<file path="src/rtl/wds_pkg.sv">
package wds_pkg;
  function automatic int cw(input int n);
    return (n < 2) ? 1 : $clog2(n);
  endfunction
endpackage

</file>
<file path="src/rtl/wds_prescaler.sv">
module wds_prescaler #(
  parameter int TICK_DIV = 50000
) (
  input  logic clk,
  input  logic rst,
  output logic tick_o
);
  localparam int PW = wds_pkg::cw(TICK_DIV);
  localparam logic [PW-1:0] LAST = PW'(TICK_DIV - 1);

  logic [PW-1:0] cnt_q;

  always_ff @(posedge clk) begin
    if (rst || cnt_q == LAST) cnt_q <= '0;
    else                      cnt_q <= cnt_q + 1'b1;
  end

  assign tick_o = (cnt_q == LAST);
endmodule

</file>
<file path="src/rtl/wds_kick_sync.sv">
module wds_kick_sync #(
  parameter int STAGES = 2
) (
  input  logic clk,
  input  logic rst,
  input  logic kick_i,
  output logic edge_o
);
  logic [STAGES-1:0] sync_q;
  logic              last_q;

  always_ff @(posedge clk) begin
    if (rst) begin
      sync_q <= '0;
      last_q <= 1'b0;
    end else begin
      sync_q <= {sync_q[STAGES-2:0], kick_i};
      last_q <= sync_q[STAGES-1];
    end
  end

  assign edge_o = sync_q[STAGES-1] ^ last_q;
endmodule

</file>
<file path="src/rtl/wds_stretch.sv">
module wds_stretch #(
  parameter int STRETCH_TICKS = 200
) (
  input  logic clk,
  input  logic rst,
  input  logic tick_i,
  input  logic supply_low_i,
  input  logic fire_i,
  output logic active_o
);
  localparam int SW = wds_pkg::cw(STRETCH_TICKS);
  localparam logic [SW-1:0] SEND = SW'(STRETCH_TICKS - 1);

  logic [SW-1:0] cnt_q;
  logic          act_q;

  always_ff @(posedge clk) begin
    if (rst || supply_low_i || fire_i) begin
      act_q <= 1'b1;
      cnt_q <= '0;
    end else if (act_q && tick_i) begin
      if (cnt_q == SEND) begin
        act_q <= 1'b0;
        cnt_q <= '0;
      end else begin
        cnt_q <= cnt_q + 1'b1;
      end
    end
  end

  assign active_o = act_q;


  supply_hold_chk: assert property (@(posedge clk) disable iff (rst)
    supply_low_i |=> act_q);

  no_early_release_chk: assert property (@(posedge clk) disable iff (rst)
    (act_q && !(tick_i && cnt_q == SEND)) |=> act_q);

  fire_starts_pulse_chk: assert property (@(posedge clk) disable iff (rst)
    fire_i |=> (act_q && cnt_q == '0));
endmodule

</file>
<file path="src/rtl/wds_watchdog.sv">
module wds_watchdog #(
  parameter int SHORT_TICKS = 100,
  parameter int LONG_TICKS  = 1600
) (
  input  logic clk,
  input  logic rst,
  input  logic tick_i,
  input  logic kick_edge_i,
  input  logic in_reset_i,
  input  logic supply_low_i,
  input  logic short_sel_i,
  input  logic en_i,
  output logic fire_o,
  output logic ok_o
);
  localparam int TW = wds_pkg::cw(LONG_TICKS);
  localparam logic [TW-1:0] S_END = TW'(SHORT_TICKS - 1);
  localparam logic [TW-1:0] L_END = TW'(LONG_TICKS - 1);

  logic [TW-1:0] cnt_q;
  logic          first_q;
  logic          ok_q;
  logic [TW-1:0] lim_end;

  always_comb begin
    lim_end = (first_q || !short_sel_i) ? L_END : S_END;
  end

  assign fire_o = en_i && !in_reset_i && tick_i && (cnt_q == lim_end);

  always_ff @(posedge clk) begin
    if (rst || in_reset_i) begin
      cnt_q   <= '0;
      first_q <= 1'b1;
    end else if (kick_edge_i) begin
      cnt_q   <= '0;
      first_q <= 1'b0;
    end else if (!en_i || fire_o) begin
      cnt_q   <= '0;
    end else if (tick_i) begin
      cnt_q   <= cnt_q + 1'b1;
    end
  end

  always_ff @(posedge clk) begin
    if (rst || supply_low_i) ok_q <= 1'b1;
    else if (fire_o)         ok_q <= 1'b0;
    else if (kick_edge_i)    ok_q <= 1'b1;
  end

  assign ok_o = ok_q;


  long_after_reset_chk: assert property (@(posedge clk) disable iff (rst)
    in_reset_i |=> first_q);

  kick_restart_chk: assert property (@(posedge clk) disable iff (rst)
    (kick_edge_i && !in_reset_i) |=> (cnt_q == '0 && !first_q));

  ok_forced_chk: assert property (@(posedge clk) disable iff (rst)
    supply_low_i |=> ok_q);

  ok_drop_chk: assert property (@(posedge clk) disable iff (rst)
    (fire_o && !supply_low_i) |=> !ok_q);

  disabled_quiet_chk: assert property (@(posedge clk) disable iff (rst)
    !en_i |-> !fire_o);
endmodule

</file>
<file path="src/rtl/wds_supervisor.sv">
module wds_supervisor #(
  parameter int TICK_DIV      = 50000,
  parameter int STRETCH_TICKS = 200,
  parameter int SHORT_TICKS   = 100,
  parameter int LONG_TICKS    = 1600
) (
  input  logic clk,
  input  logic rst,
  input  logic supply_low_i,
  input  logic kick_i,
  input  logic short_sel_i,
  input  logic wd_en_i,
  output logic rst_n_o,
  output logic rst_o,
  output logic wdog_ok_o
);
  logic tick;
  logic kick_edge;
  logic fire;
  logic in_rst;

  wds_prescaler #(.TICK_DIV(TICK_DIV)) u_pre (
    .clk(clk), .rst(rst), .tick_o(tick));

  wds_kick_sync #(.STAGES(2)) u_sync (
    .clk(clk), .rst(rst), .kick_i(kick_i), .edge_o(kick_edge));

  wds_stretch #(.STRETCH_TICKS(STRETCH_TICKS)) u_str (
    .clk(clk), .rst(rst), .tick_i(tick), .supply_low_i(supply_low_i),
    .fire_i(fire), .active_o(in_rst));

  wds_watchdog #(.SHORT_TICKS(SHORT_TICKS), .LONG_TICKS(LONG_TICKS)) u_wd (
    .clk(clk), .rst(rst), .tick_i(tick), .kick_edge_i(kick_edge),
    .in_reset_i(in_rst), .supply_low_i(supply_low_i),
    .short_sel_i(short_sel_i), .en_i(wd_en_i),
    .fire_o(fire), .ok_o(wdog_ok_o));

  always_ff @(posedge clk) begin
    if (rst) begin
      rst_n_o <= 1'b0;
      rst_o   <= 1'b1;
    end else begin
      rst_n_o <= ~in_rst;
      rst_o   <= in_rst;
    end
  end


  complement_chk: assert property (@(posedge clk) disable iff (rst)
    rst_n_o != rst_o);

  out_follows_chk: assert property (@(posedge clk) disable iff (rst)
    in_rst |=> !rst_n_o);
endmodule

</file>
<file path="config.mk">
export PLATFORM = sky130hd
export DESIGN_NAME = wds_supervisor
export DESIGN_NICKNAME = d
export VERILOG_FILES = /design/src/rtl/wds_pkg.sv /design/src/rtl/wds_prescaler.sv /design/src/rtl/wds_kick_sync.sv /design/src/rtl/wds_stretch.sv /design/src/rtl/wds_watchdog.sv /design/src/rtl/wds_supervisor.sv
export SDC_FILE = /design/constraint.sdc
export NUM_CORES = 1
export LEC_CHECK = 0
export BUFFER_PORTS_ARGS = -buffer_cell sky130_fd_sc_hd__buf_2
export CAP_MARGIN = 20
export CORE_MARGIN = 2
export CORE_UTILIZATION = 45
export CTS_CLUSTER_DIAMETER = 200
export DETAILED_ROUTE_END_ITERATION = 10
export GPL_ROUTABILITY_DRIVEN = 0
export PLACE_DENSITY_LB_ADDON = 0.12
export SLEW_MARGIN = 10
export SYNTH_ARGS = -nofsm -noshare
export SYNTH_HDL_FRONTEND = slang
export SYNTH_SLANG_ARGS = --single-unit
export TNS_END_PERCENT = 50
</file>
<file path="constraint.sdc">
create_clock -name clk -period 2.4 [get_ports clk]
set_input_delay 0.24 -clock clk [delete_from_list [all_inputs] [get_ports clk]]
set_output_delay 0.24 -clock clk [all_outputs]
set_load 0.02 [all_outputs]
</file>
==> results of run 1 <==
-- worst reg2reg max path: stages, from the launching register on --
cell,delay (ns)
dfxtp_1,0.34
or4b_2,0.67
o21ai_0,0.10
o2111ai_1,0.24
o2111ai_2,0.54
nor2_1,0.11
-- routing by layer --
metal	vias to the layer above	part of all wire, %	global-route usage [%]
met5	-	0	0
met4	0	2.4	8.750
met3	9	2.8	5.428
met2	15	47	26.20
met1	641	48	21.76
li1	709	-	-
-- cells in the final DEF, fill, tap and decap left out, types with 2 or more instances in the layout --
cell type,netlist,layout
ha_1,3,3
dfxtp_1,43,43
mux2i_1,2,2
xor2_1,25,25
nand2_1,14,14
clkbuf_8,0,6
buf_2,1,8
nor2_1,40,40
nor4_1,2,2
xnor2_1,7,7
nor3_1,5,5
and3_1,4,4
and4_1,4,4
nand4_1,9,9
inv_1,4,4
nor2b_1,5,5
nand3_1,13,13
nand4b_1,2,2
buf_4,1,2
o21ai_0,2,2
-- registers in the layout (all words and copies together) (netlist names), 2 cells and up --
| name | cells |
|---|---|
| u_pre.cnt_q | 16 |
| u_wd.cnt_q | 11 |
| u_sync.sync_q | 2 |
| u_str.cnt_q | 8 |
-- stage by stage --
stage	total power, mW	cells	hold WS (ns)	instance area (sq um)
floorplan	0.7580	203	0.3187	1866
detailed placement	0.7670	257	0.4231	1946
finish	1.329	265	0.1409	2063
global placement	0.7659	257	0.4176	1946
global route	1.379	265	0.1310	2063
CTS	1.348	265	0.1292	2063
-- final timing paths --
path	to	slack [ns]	start
worst max-delay path	u_wd.cnt_q[10]	0.28	u_wd.cnt_q[10]
worst max register to register	u_wd.cnt_q[10]	0.28	u_wd.cnt_q[10]
worst min-delay path	u_str.cnt_q[2]	0.14	supply_low_i
worst min register to register	u_sync.sync_q[1]	0.44	u_sync.sync_q[0]
-- cell type report --
type | instances | area (sq um)
clock buffers | 6 | 82.58
clock inverters | 2 | 35.03
fillers | 368 | 1937
inverters | 4 | 15.01
multi-input cells | 150 | 952.2
flip-flops and latches | 43 | 860.8
well taps | 50 | 62.56
repair buffers | 10 | 55.05
-- power by group --
| part | total [mW] | internal (mW) | switching [mW] |
|---|---|---|---|
| Clock | 0.580 | 0.337 | 0.243 |
| Combinational | 0.0267 | 0.0110 | 0.0157 |
| Sequential | 0.723 | 0.719 | 0.00373 |
| Total | 1.33 | 1.07 | 0.263 |
-- logic make-up after synthesis --
logic type | after synthesis | synth area share, %
multiplexers | 2 | 1.073
flip-flops | 43 | 46.14
AND/OR/NAND/NOR | 108 | 29.98
adder cells (fa/ha/maj) | 3 | 2.012
buffers and inverters | 10 | 3.286
AO/OA/AOI/OAI | 5 | 2.481
XOR/XNOR | 32 | 15.02
==> impl_results.md, run 1 <==
* Worst path bufs/invs at 0
* Port Buf Inserts at 8
* Worst Path Arrival at 2.29 ns
* Antenna violations before repair at 0
* Clk_skew at between 0.008 and 0.009 ns
* H-tree levels at 2
* Largest net degree at the start of global routing at 16
* Setup Buffers After CTS at 0
* Maximum clock path buffer count at 2
* Post_cts resized at 0
* # IOs at 9
* CP Cell Sequence: or4b_2 > o21ai_0 > o2111ai_1 > o2111ai_2 > nor2_1
* Antenna-violating nets left at 0
* First-pass GRT wire length at between 5000 and 6000 um
* CTS buffer count at 5
* CP max stage cell: or4b_2
* Layout cells sized above 1 at 11.16%
* Post-Synthesis Net Count at 212
* Vias in the first global route at approximately 1400
* Seq/Total Area, Yosys at 46.14%
* Main synth FF type: dfxtp_1
* Die extent in x at 68.39 um
* Die height at ~68 um
* Top-count cell post-synth: dfxtp_1
* Stages on the worst setup path at 5
* Pre-CTS setup slack at 0.2930 ns
* Top area cells in the synthesized netlist: dfxtp_1 (46%), xor2_1 (12%), nor2_1 (8.0%), nand3_1 (3.5%), xnor2_1 (3.3%)
* Tcrit/Tclk final at 88.23%
* Latest clock arrival within the worst-skew pair at 0.30 ns
* Period minus WS final at 2.117 ns
* Post-synth top cells: dfxtp_1 (43), nor2_1 (40), xor2_1 (25), nand2_1 (14), nand3_1 (13)
* Overall Global Routing Usage at 17.21%
* Overflow after GRT at 0
* Yosys warning count at 0
* VDD IR-drop max at around 0.41 mV
* Gate count after technology mapping at 203
* Core Region at approximately 0.0040 sq mm
* Area growth, synth to finish at 10.60%
* DR vias/cell at 5.185
* Max cap viols at 0
* Fin. Hold Viols at 0
* RSZ-0062 raised after global routing: false
* Die ar. at 0.004677 sq mm
* CTS tree: done
* Fin util at 51.58%
* Critical path required time at 2.57 ns
* Dpl hpwl at 2416 um
* Fmax at 472.3 MHz
* Drt first pass iters at 4
* Routed via count at about 1400
* Worst setup margin at 0.2825 ns
* Mapped cell area at approximately 0.0019 sq mm
* Slew HR at between 60% and 70%
* Final wirelength at 3346 um
* Top-area cell type share of the netlist area at 46.14%
* Post-synth top area cell: dfxtp_1
* Status: finished clean
* Ant. Diodes at 0
* CTS root buf: clkbuf_8
* Unique masters post-synth at 35
* Setup_tns at 0 ns
* Slew at the pin closest to its max-slew limit at between 0.5 and 0.6 ns
* Initial detailed-routing violation count at 55
* Clock-pin slew of the registers on the worst-case setup and hold paths at around 0.080 ns
* Synth Register Bits at 43
* Max-slew violation count at 0
* Crit end category: flip-flop
* Critical Path Max Stage Delay at between 0.6 and 0.7 ns
* CTS sink cnt at 43
* DR WL/cell at 12.63 um
* Critical path class: reg2reg
* Kind of cell adding the most delay to the critical path: compound AO/OA/AOI/OAI gates
* Hold crit path type: in2reg
* Post-CTS Hold Fix Bufs at 0
* Mean area per synthesized cell at 9.190 sq um
* Post-synth EDFFs at 0
* Static leakage at approximately 0.76 nW
* DRC violations left at 0
* Ys async rst share at 0%
* Worst r2r path cells at 5
* Worst hold path depth at 2
* Nets at around 220
* Pwr per Cell Area at 644.3 mW/mm^2
* Initial Util at 46.64%
* Floorplan row count at 23
* Worst Path Max Fanout at 11
* Startpoint types: flip-flop
* Final setup viols at 0
No activity file was read; power rests on OpenSTA's default activity.
==> inputs of run 2 (changes only) <==
Settings changed: ABC_AREA from default to 1.
==> run 2 against run 1 <==
  * Sequential cell count unchanged
  * Register-to-register slack improved by 0.30 ns
  * Fmax increased by 17%
  * Sequential share of layout area is 9.0 points lower
  * Sequential power barely moved
  * Non-clock buffer count is 2 lower
  * Via count grew 56%
  * Area after synthesis rose by 31%
  * Global-route usage about the same
  * Critical endpoint is now u_wd.cnt_q[9]
==> impl_results.md, run 2 <==
* Final setup viols at 0
* Cell count after placement at 451
* Core Region at ~0.0052 sq mm
* CP Cell Sequence: ha_1 > nand3_1 > nor2_1 > nand2_1 > nor2_1 > nand2_1 > nand2_1 > nor2_1
* Layout cells sized above 1 at 11.83%
* Period minus WS final at 1.813 ns
* Routed via count at around 2100
* RR Endpoint: u_wd.cnt_q[9]
* Crit end category: flip-flop
* Ys async rst share at 0%
* RSZ-0062 raised after global routing: false
* Post-synth EDFFs at 0
* CTS sink cnt at 43
* Dpl hpwl at about 3500 um
* Clock-pin slew of the registers on the worst-case setup and hold paths at 0.08 ns
* CTS root buf: clkbuf_8
* Total placed instance area at 0.002512 sq mm
* Synth Register Bits at 43
* H-tree levels at 2
* Combinational power share at 1.9%
* Post-Synthesis Net Count at 389
* Final wirelength at 4722 um
* Fin. Hold Viols at 0
* Die extent in x at 77.71 um
* Kind of cell adding the most delay to the critical path: simple AND/OR/NAND/NOR gates
* Ant. Diodes at 0
* Start point of the critical path: u_wd.cnt_q[0]
* Top-area cell type share of the netlist area at 35.21%
* Switching power at approximately 0.28 mW
* Hold_sp: kick_i
* Setup_tns at 0 ns
* Power Internal at 1.064 mW
* Antenna-violating nets left at 0
* CTS buffer count at 5
* Maximum clock path buffer count at 2
* Mapped cell area at 0.002445 sq mm
* Max cap viols at 0
* Vias in the first global route at 1908
* Biggest regs: u_pre.cnt_q (16), u_wd.cnt_q (11), u_str.cnt_q (8)
* Die height at 77.71 um
* Main synth FF type: dfxtp_1
* Hold WS at about 0.14 ns
* Initial detailed-routing violation count at 88
* Critical path required time at 2.57 ns
* Floorplan row count at 26
* DR vias/cell at 4.669
* DR WL/cell at 10.29 um
* Clk_skew at 0.004731 ns
* Post_cts resized at 0
* Worst path bufs/invs at 0
* Initial Util at 47.27%
* R2R Setup Slk at 0.59 ns
* Final cell count without fillers at 459
* Post-CTS Hold Fix Bufs at 0
* Pwr per Cell Area at 509.4 mW/mm^2
* Die ar. at 0.006039 sq mm
* Overflow after GRT at 0
* First-pass GRT wire length at 8445 um
* Tcrit/Tclk final at between 70% and 80%
* Max-slew violation count at 0
* Critical Path Max Stage Delay at 0.41 ns
* Overall Global Routing Usage at 17.26%
* CTS tree: done
* Largest net degree at the start of global routing at 18
* Antenna violations before repair at 0
* Clock Power Share at 44.1%
* VDD IR-drop max at 0.3262 mV
* Slew at the pin closest to its max-slew limit at ~0.46 ns
* Most flop-heavy register: u_pre.cnt_q
* CP max stage cell: dfxtp_1
* Worst hold path depth at 3
* Area growth, synth to finish at 7.574%
* Final instance area at around 0.0026 sq mm
* Most frequent cells in the layout: nand2_1 (101), nor2_1 (68), inv_1 (57), dfxtp_1 (43), nand3_1 (29)
* Drt first pass iters at 4
* Mean area per synthesized cell at 6.434 sq um
* Sw Share at 20.54%
* Setup Buffers After CTS at 0
* Most common cell after layout, fill and taps aside: nand2_1
* Register share of total power at 53.9%
* Worst r2r path cells at 8
* Worst Path Arrival at 1.98 ns
* Top area cells in the synthesized netlist: dfxtp_1 (35%), nand2_1 (16%), nor2_1 (10%), inv_1 (8.8%), nand3_1 (5.9%)
* Worst Path Max Fanout at 11
* Static leakage at 1.113 nW
* Fmax at 551.6 MHz
* Fillers at 541
* # IOs at 9
* R2R Path Start: u_wd.cnt_q[0]
* Status: finished clean
* Max reg flops at 16
* Hold crit path type: in2reg
* Unique masters post-synth at 30
* Min-Delay Endpoint: u_sync.sync_q[0]
* Seq/Total Area, Yosys at a little over a third
* Nets at 397
* Post-synth top area cell: dfxtp_1
* Gate count after technology mapping at between 300 and 400
* Worst setup margin at slightly below 0.6 ns
* Yosys warning count at 0
* Latest clock arrival within the worst-skew pair at approximately 0.29 ns
* Critical path class: reg2reg
* Post-synth top cells: nand2_1 (101), nor2_1 (68), inv_1 (57), dfxtp_1 (43), nand3_1 (29)
* Port Buf Inserts at 8
* DRC violations left at 0
* Slew HR at 69.18%
* Top-count cell post-synth: nand2_1
* Pre-CTS setup slack at 0.5822 ns
* Startpoint types: flip-flop
-- run 2: changes by cell type after synthesis, sizes merged, moves of 3 or more --
cell   before  now
a21oi       0    8
and3        4    0
and4        4    0
buf         4    7
inv         4   60
nand2      15  107
nand3      13   32
nand4       9    6
nor2       40   83
nor2b       5    0
nor4        3    0
o21ai       2    7
xnor2       7    3
xor2       25    8
-- run 2: routing by layer --
metal	vias up	share of wire [%]	track usage [%]
li1	1175	-	-
met1	943	52	23.72
met2	21	45	27.41
met3	4	2.4	3.488
met4	0	0.44	4.821
met5	-	0	0
-- run 2: worst max path at each step --
| stage | endpoint | slack (ns) | cells after the start |
|---|---|---|---|
| after global routing | u_wd.cnt_q[5] | 0.29 | 8 |
| after detailed placement | u_wd.cnt_q[9] | 0.58 | 8 |
| after CTS | u_wd.cnt_q[9] | 0.57 | 8 |
| after floorplan | u_wd.cnt_q[10] | 0.94 | 10 |
| final | u_wd.cnt_q[9] | 0.59 | 8 |
| after global placement | u_wd.cnt_q[6] | 0.64 | 8 |
-- run 2: cell families (layout without fill, tap and decap cells) --
kind of cell               after synthesis  after routing  synth area share (%)
DFF                                     43             43                 35.21
adders and majority gates                3              3                 1.535
xor gates and xnor gates                11             11                 3.941
AOI/OAI and AO/OA                       18             18                 3.941
buffers and inverters                   68             77                 11.82
and+or+nand+nor                        237            237                 43.55
-- run 2: stage by stage --
stage,total power [mW],utilization (%)
4_1_cts,1.359,50.85
2_1_floorplan,0.7555,-
5_1_grt,1.391,50.85
6_report,1.340,50.85
3_5_place_dp,0.7658,48.57
3_3_place_gp,0.7654,48.57
-- run 2: area by class of cell --
cell class / instances / area [sq um] / share of cell area, %
Clock buffer: 6 / 82.58 / 3.140
Clock inverter: 2 / 35.03 / 1.332
Inverter: 61 / 229.0 / 8.706
Multi-Input combinational cell: 269 / 1295 / 49.24
Sequential cell: 43 / 860.8 / 32.73
Tap cell: 70 / 87.58 / 3.330
Timing Repair Buffer: 8 / 40.04 / 1.522
-- run 2: power groups by stage --
stage                     clock network (mW)  logic [mW]  registers (mW)
final                                  0.591      0.0258           0.723
after detailed placement                   0      0.0263           0.740
after CTS                              0.610      0.0264           0.723
after floorplan                            0      0.0166           0.739
after global routing                   0.637      0.0294           0.724
after global placement                     0      0.0261           0.739
-- run 2: worst min-delay path, delay by kind of cell --
kind / cells / cell delay, ns
buffers and inverters: 2 / 0.10
AND/OR/NAND/NOR: 1 / 0.06
